File: src/rtl/rpc_pkg.sv
package rpc_pkg;

  typedef enum logic [1:0] {
    SRC_IDLE   = 2'd0,
    SRC_BITMAP = 2'd1,
    SRC_NMI_S  = 2'd2,
    SRC_NMI_NS = 2'd3
  } prio_src_e;

  localparam int          PRIO_W      = 8;
  localparam int          RPR_W       = 64;
  localparam int          RPR_TOP     = 63;
  localparam int          RPR_NEXT    = 62;
  localparam logic [7:0]  IDLE_PRIO   = 8'hFF;
  localparam logic [7:0]  NS_NMI_PRIO = 8'h80;
  localparam logic [7:0]  TOP_PRIO    = 8'h00;

  // Fold a priority into the non-secure half of the range.
  function automatic logic [7:0] ns_fold(input logic [7:0] p);
    return p[7] ? {p[6:0], 1'b0} : 8'h00;
  endfunction

endpackage

File: src/rtl/rpc_apr_scan.sv
module rpc_apr_scan
  import rpc_pkg::*;
#(
  parameter int APR_W = 32,
  parameter int SHIFT = 3
) (
  input  logic [APR_W-1:0]  g0_i,
  input  logic [APR_W-1:0]  g1s_i,
  input  logic [APR_W-1:0]  g1ns_i,
  output logic              any_active_o,
  output logic [PRIO_W-1:0] bm_prio_o
);
  localparam int IDX_W = $clog2(APR_W);

  logic [APR_W-1:0] merged;
  logic [IDX_W-1:0] low_idx;

  // Index of the lowest set bit; scan from the top so the lowest wins.
  function automatic logic [IDX_W-1:0] lowest_set(input logic [APR_W-1:0] v);
    logic [IDX_W-1:0] r;
    r = '0;
    for (int i = APR_W - 1; i >= 0; i--) begin
      if (v[i]) r = IDX_W'(i);
    end
    return r;
  endfunction

  always_comb begin
    merged       = g0_i | g1s_i | g1ns_i;
    any_active_o = |merged;
    low_idx      = lowest_set(merged);
    bm_prio_o    = any_active_o ? PRIO_W'(int'(low_idx) << SHIFT) : IDLE_PRIO;
  end

  // a bitmap-derived priority sits on the binary-point grid
  always_comb begin
    if (any_active_o) begin
      assert_grid_R2: assert (bm_prio_o[SHIFT-1:0] == '0)
        else $error("bitmap priority off grid");
    end
  end

endmodule

File: src/rtl/rpc_nmi_sel.sv
module rpc_nmi_sel
  import rpc_pkg::*;
#(
  parameter bit NMI_EN = 1'b1
) (
  input  logic [PRIO_W-1:0] bm_prio_i,
  input  logic              any_active_i,
  input  logic              nmi_s_i,
  input  logic              nmi_ns_i,
  input  logic              sec_disable_i,
  output logic [PRIO_W-1:0] eff_prio_o,
  output prio_src_e         src_o
);

  prio_src_e base_src;
  assign base_src = any_active_i ? SRC_BITMAP : SRC_IDLE;

  generate
    if (NMI_EN) begin : g_nmi
      always_comb begin
        if (nmi_s_i)       src_o = SRC_NMI_S;
        else if (nmi_ns_i) src_o = SRC_NMI_NS;
        else               src_o = base_src;
      end
    end else begin : g_plain
      assign src_o = base_src;
    end
  endgenerate

  always_comb begin
    unique case (src_o)
      SRC_NMI_S:  eff_prio_o = TOP_PRIO;
      SRC_NMI_NS: eff_prio_o = sec_disable_i ? TOP_PRIO : NS_NMI_PRIO;
      SRC_BITMAP: eff_prio_o = bm_prio_i;
      default:    eff_prio_o = IDLE_PRIO;
    endcase
  end

  // with the feature off no flag may ever select the source
  always_comb begin
    if (!NMI_EN) begin
      assert_noflag_src_R11: assert (src_o == SRC_IDLE || src_o == SRC_BITMAP)
        else $error("flag source selected while feature disabled");
    end
    // idle source only when no bitmap bit is set
    if (src_o == SRC_IDLE) begin
      assert_idle_src_R1: assert (!any_active_i)
        else $error("idle source with active bitmap");
    end
  end

endmodule

File: src/rtl/rpc_rpr_fmt.sv
module rpc_rpr_fmt
  import rpc_pkg::*;
#(
  parameter bit NMI_EN = 1'b1
) (
  input  logic [PRIO_W-1:0] eff_prio_i,
  input  logic              sec_access_i,
  input  logic              el3_present_i,
  input  logic              sec_disable_i,
  input  logic              nmi_s_i,
  input  logic              nmi_ns_i,
  output logic              ns_view_o,
  output logic [RPR_W-1:0]  rpr_o
);

  logic              ns_access;
  logic [PRIO_W-1:0] low_byte;
  logic [1:0]        top_bits;

  assign ns_access = el3_present_i && !sec_access_i;
  assign ns_view_o = ns_access && !sec_disable_i;
  assign low_byte  = ns_view_o ? ns_fold(eff_prio_i) : eff_prio_i;

  generate
    if (NMI_EN) begin : g_ind
      // top_bits[1] -> bit 63, top_bits[0] -> bit 62
      assign top_bits = ns_access ? {nmi_ns_i, 1'b0} : {nmi_s_i, nmi_ns_i};
    end else begin : g_noind
      assign top_bits = 2'b00;
    end
  endgenerate

  always_comb begin
    rpr_o                     = '0;
    rpr_o[PRIO_W-1:0]         = low_byte;
    rpr_o[RPR_TOP:RPR_NEXT]   = top_bits;
  end

  // the folded view never reports an odd priority
  always_comb begin
    if (ns_view_o) begin
      assert_fold_even_R6: assert (rpr_o[0] == 1'b0)
        else $error("odd value in non-secure view");
    end
  end

endmodule

File: src/rtl/running_prio_unit.sv
module running_prio_unit
  import rpc_pkg::*;
#(
  parameter int PRIO_BITS = 5,
  parameter bit NMI_EN    = 1'b1
) (
  input  logic                       clk,
  input  logic                       rst_n,
  input  logic [(1<<PRIO_BITS)-1:0]  apr_g0_i,
  input  logic [(1<<PRIO_BITS)-1:0]  apr_g1s_i,
  input  logic [(1<<PRIO_BITS)-1:0]  apr_g1ns_i,
  input  logic                       nmi_g1s_i,
  input  logic                       nmi_g1ns_i,
  input  logic                       sec_access_i,
  input  logic                       el3_present_i,
  input  logic                       sec_disable_i,
  output logic [7:0]                 eff_prio_o,
  output logic [63:0]                rpr_val_o
);
  localparam int APR_W   = 1 << PRIO_BITS;
  localparam int MIN_BPR = PRIO_W - PRIO_BITS - 1;
  localparam int SHIFT   = MIN_BPR + 1;

  logic              any_active;
  logic [PRIO_W-1:0] bm_prio;
  logic [PRIO_W-1:0] eff_next;
  prio_src_e         src;
  logic              ns_view;
  logic [RPR_W-1:0]  rpr_next;

  rpc_apr_scan #(.APR_W(APR_W), .SHIFT(SHIFT)) u_scan (
    .g0_i         (apr_g0_i),
    .g1s_i        (apr_g1s_i),
    .g1ns_i       (apr_g1ns_i),
    .any_active_o (any_active),
    .bm_prio_o    (bm_prio)
  );

  rpc_nmi_sel #(.NMI_EN(NMI_EN)) u_sel (
    .bm_prio_i     (bm_prio),
    .any_active_i  (any_active),
    .nmi_s_i       (nmi_g1s_i),
    .nmi_ns_i      (nmi_g1ns_i),
    .sec_disable_i (sec_disable_i),
    .eff_prio_o    (eff_next),
    .src_o         (src)
  );

  rpc_rpr_fmt #(.NMI_EN(NMI_EN)) u_fmt (
    .eff_prio_i    (eff_next),
    .sec_access_i  (sec_access_i),
    .el3_present_i (el3_present_i),
    .sec_disable_i (sec_disable_i),
    .nmi_s_i       (nmi_g1s_i),
    .nmi_ns_i      (nmi_g1ns_i),
    .ns_view_o     (ns_view),
    .rpr_o         (rpr_next)
  );

  always_ff @(posedge clk) begin
    if (!rst_n) begin
      eff_prio_o <= IDLE_PRIO;
      rpr_val_o  <= {{(RPR_W-PRIO_W){1'b0}}, IDLE_PRIO};
    end else begin
      eff_prio_o <= eff_next;
      rpr_val_o  <= rpr_next;
    end
  end

  // nothing active -> idle value next cycle
  assert_idle_R1: assert property (@(posedge clk) disable iff (!rst_n)
    ((apr_g0_i | apr_g1s_i | apr_g1ns_i) == '0 && !(NMI_EN && (nmi_g1s_i || nmi_g1ns_i)))
      |=> eff_prio_o == 8'hFF);

  // secure flag forces top priority
  assert_nmi_secure_R3: assert property (@(posedge clk) disable iff (!rst_n)
    (NMI_EN && nmi_g1s_i) |=> eff_prio_o == 8'h00);

  // non-secure flag alone depends on security-disable
  assert_nmi_nonsecure_R4: assert property (@(posedge clk) disable iff (!rst_n)
    (NMI_EN && !nmi_g1s_i && nmi_g1ns_i)
      |=> eff_prio_o == ($past(sec_disable_i) ? 8'h00 : 8'h80));

  // non-secure access with higher level present
  assert_top_ns_R8: assert property (@(posedge clk) disable iff (!rst_n)
    (NMI_EN && el3_present_i && !sec_access_i)
      |=> (rpr_val_o[63] == $past(nmi_g1ns_i)) && !rpr_val_o[62]);

  // middle bits stay clear
  assert_mid_zero_R10: assert property (@(posedge clk) disable iff (!rst_n)
    rpr_val_o[61:8] == '0);

  generate
    if (!NMI_EN) begin : g_off_chk
      // indicator bits clear without the feature
      assert_no_ind_R11: assert property (@(posedge clk) disable iff (!rst_n)
        rpr_val_o[63:62] == 2'b00);
    end
  endgenerate

endmodule

File: config.mk
export PLATFORM = sky130hd
export DESIGN_NAME = running_prio_unit
export DESIGN_NICKNAME = d
export VERILOG_FILES = /design/src/rtl/rpc_pkg.sv /design/src/rtl/rpc_apr_scan.sv /design/src/rtl/rpc_nmi_sel.sv /design/src/rtl/rpc_rpr_fmt.sv /design/src/rtl/running_prio_unit.sv
export SDC_FILE = /design/constraint.sdc
export NUM_CORES = 1
export LEC_CHECK = 0
export CORE_ASPECT_RATIO = 1.5
export CORE_MARGIN = 3
export CORE_UTILIZATION = 27
export DETAILED_ROUTE_END_ITERATION = 6
export PLACE_DENSITY = 0.82
export SLEW_MARGIN = 20
export SYNTH_ARGS = -nofsm -noshare
export SYNTH_HDL_FRONTEND = slang
export SYNTH_SLANG_ARGS = --single-unit
File: constraint.sdc
create_clock -name clk -period 2.5 [get_ports clk]
set_input_delay 0.375 -clock clk [delete_from_list [all_inputs] [get_ports clk]]
set_output_delay 0.375 -clock clk [all_outputs]
set_load 0.1 [all_outputs]
==> impl_metrics.tcl <==
set metrics [dict create \
    fin_total_pwr_mw 1.17 \
    fin_nets 440 \
    core_sq_um 5200 \
    dpl.hpwl_microns 4440 \
    maxCapViolCount 0 \
    finalHoldViolCount 0 \
    detail-route-antenna-nets 0 \
    crit_buf_inv 1 \
    place_congestion 0.741 \
    diodes 0 \
    path_cells "clkdlybuf4s50_1 -> or4_4 -> nor3_4 -> nand2_1 -> or4_1 -> and3_1 -> o221ai_2" \
    root_buffer "clkbuf_8" \
    yosysWarnings 0 \
    syn_to_final_growth_pct 81.9 \
    rsz0062_at_grt "false" \
    ys_ff_latch 15 \
    tritoncts.num_buffers 3 \
    vias 1734 \
    postCtsSetupRepairBufs 0 \
    cts.clk_slew.worst_paths_ns 0.06 \
    async_flop_share_pct 0 \
    grt_max_degree 10 \
    antenna_found_initial 0 \
    utilization_pct 51.1 \
    grt_pass1_vias 1584 \
    finalSetupViolCount 0 \
    overflow 0 \
    crit_type "in -> reg" \
    routed_wl_microns 4730 \
    critPathSlowestCell "or4_4" \
    timing.fmax_mhz 450 \
    synth_cell_type_count 36 \
    tns_ns 0 \
    hold-worst-slack_ns 0.819 \
    p_leak_nw 1.09 \
    power_density_nw_per_um2 438 \
    required_ns 2.67 \
    maxSlewViolCount 0 \
    cts_sinks 15 \
    mappedNetlistArea_sq_um 1460 \
    wl_per_cell_microns 11.7 \
    cp.arrival_ns 2.39 \
    cts-hold-fix-buffers 0 \
    pin_count 175 \
    grt_pass1_wl_microns 6760 \
    yosys_most_used_dff "dfxtp_1" \
    start_kind "input port" \
    vdd_drop_max_mv 0.290 \
    period_needed_ns 2.22 \
    synthCells 198 \
    die_x_microns 66.1 \
    die_area_sq_um 6350 \
    outcome "completed" \
    fin_crit_sh_pct 88.9 \
    hold_class "in -> reg" \
    crit_family "simple AND/OR/NAND/NOR gates" \
    drc 0 \
    via_per_inst 4.29 \
    crit_path_end_kind "flop" \
    rows 32 \
    synth_edf_count 0 \
    start_util_pct 28.1 \
    max_stage_delay_ns 0.57 \
    ys_seq_area_share_pct 20.5 \
    cts_resized 0 \
    critPathMaxFanout 2 \
    drt-pass1-iter-count 4 \
    clockBufferDepth 2 \
    cts_tree "built" \
    cts_max_level 1 \
    io_buffers 120 \
    synth_area_per_cell_sq_um 7.39 \
    first_iter_violations 43 \
    track_usage_pct 13.4 \
    drive_gt1_share_pct 13.4 \
    die_h_microns 96.1 \
]
-- through the flow --
| step | instance area, sq um | setup slack (ns) | cells |
|---|---|---|---|
| after CTS | 2660 | 0.276 | 404 |
| after floorplan | 1660 | 0.491 | 251 |
| after global placement | 2610 | 0.0562 | 400 |
| final | 2660 | 0.278 | 404 |
| after global routing | 2660 | 0.0592 | 404 |
| after detailed placement | 2610 | 0.0348 | 400 |
-- cells by family after synthesis --
group / after synthesis / synth area share [%]
AOI/OAI and AO/OA: 27 / 13.8
other: 1 / 0.256
buffers and inverters: 62 / 30.5
DFF: 15 / 20.5
muxes: 1 / 0.684
and+or+nand+nor: 92 / 34.2
-- synthesized netlist by cell type (2+ instances only) --
master / count / area share [%]
a22oi_1: 2 / 1.0
buf_4: 57 / 29
nand3_1: 5 / 1.7
a311oi_1: 3 / 1.8
and3_1: 2 / 0.86
o21ai_0: 6 / 2.1
nor2b_1: 6 / 2.6
nand2b_1: 4 / 1.7
or3_1: 5 / 2.1
dfxtp_1: 15 / 21
a2111oi_0: 2 / 1.2
a21oi_1: 2 / 0.68
o41ai_1: 3 / 1.8
nor3_1: 30 / 10
nand2_1: 17 / 4.4
o221ai_1: 2 / 1.2
nor2_1: 5 / 1.3
and2_1: 5 / 2.1
inv_1: 4 / 1.0
o211ai_1: 2 / 1.0
nand4_1: 6 / 2.6
-- routing by layer --
layer	routed length, microns	global-route usage, %	share of wire (%)	up-vias
li1	-	-	-	876
met1	1520	12.8	32	758
met2	2710	28.2	57	98
met3	481	1.99	10	2
met4	21	3.56	0.44	0
met5	0	0	0	-
-- layout make-up --
| class | instances | area [sq um] |
|---|---|---|
| clock buffers | 3 | 41.3 |
| clock inverters | 1 | 5.00 |
| fillers | 514 | 2540 |
| inverters | 4 | 15.0 |
| multi-input cells | 174 | 915 |
| flip-flops and latches | 15 | 300 |
| well taps | 68 | 85.1 |
| repair buffers | 139 | 1300 |
-- sequential cells by signal (all words and copies together) (netlist names) --
register,count
eff_prio_o,6
rpr_val_o,9
-- where the power goes --
part	switching (mW)	internal, mW
registers	0.00416	0.253
logic	0.536	0.188
clock network	0.0739	0.110
total	0.615	0.551
-- cells in the final DEF, fill, tap and decap left out, types with 2 or more instances in the layout --
cell | Yosys | final
nand3_1 | 5 | 5
a22oi_1 | 2 | 2
nand2_1 | 17 | 17
nand2b_1 | 4 | 4
buf_4 | 57 | 37
o21ai_0 | 6 | 6
nor2b_1 | 6 | 6
and3_1 | 2 | 2
inv_1 | 4 | 4
and2_1 | 5 | 5
o221ai_1 | 2 | 2
dfxtp_1 | 15 | 15
conb_1 | 1 | 54
a21oi_1 | 2 | 2
o41ai_1 | 3 | 3
o211ai_1 | 2 | 2
nor2_1 | 5 | 5
clkdlybuf4s50_1 | 0 | 102
a2111oi_0 | 2 | 2
a311oi_1 | 3 | 3
nor3_1 | 30 | 30
or3_1 | 5 | 5
clkbuf_8 | 0 | 3
nand4_1 | 6 | 6
-- final timing paths --
path,startpoint,end,slack [ns],depth (start not counted)
hold / removal,rst_n,eff_prio_o[6],0.82,2
setup / recovery,nmi_g1s_i,rpr_val_o[6],0.28,7
Power figures use the tool's default switching activity.
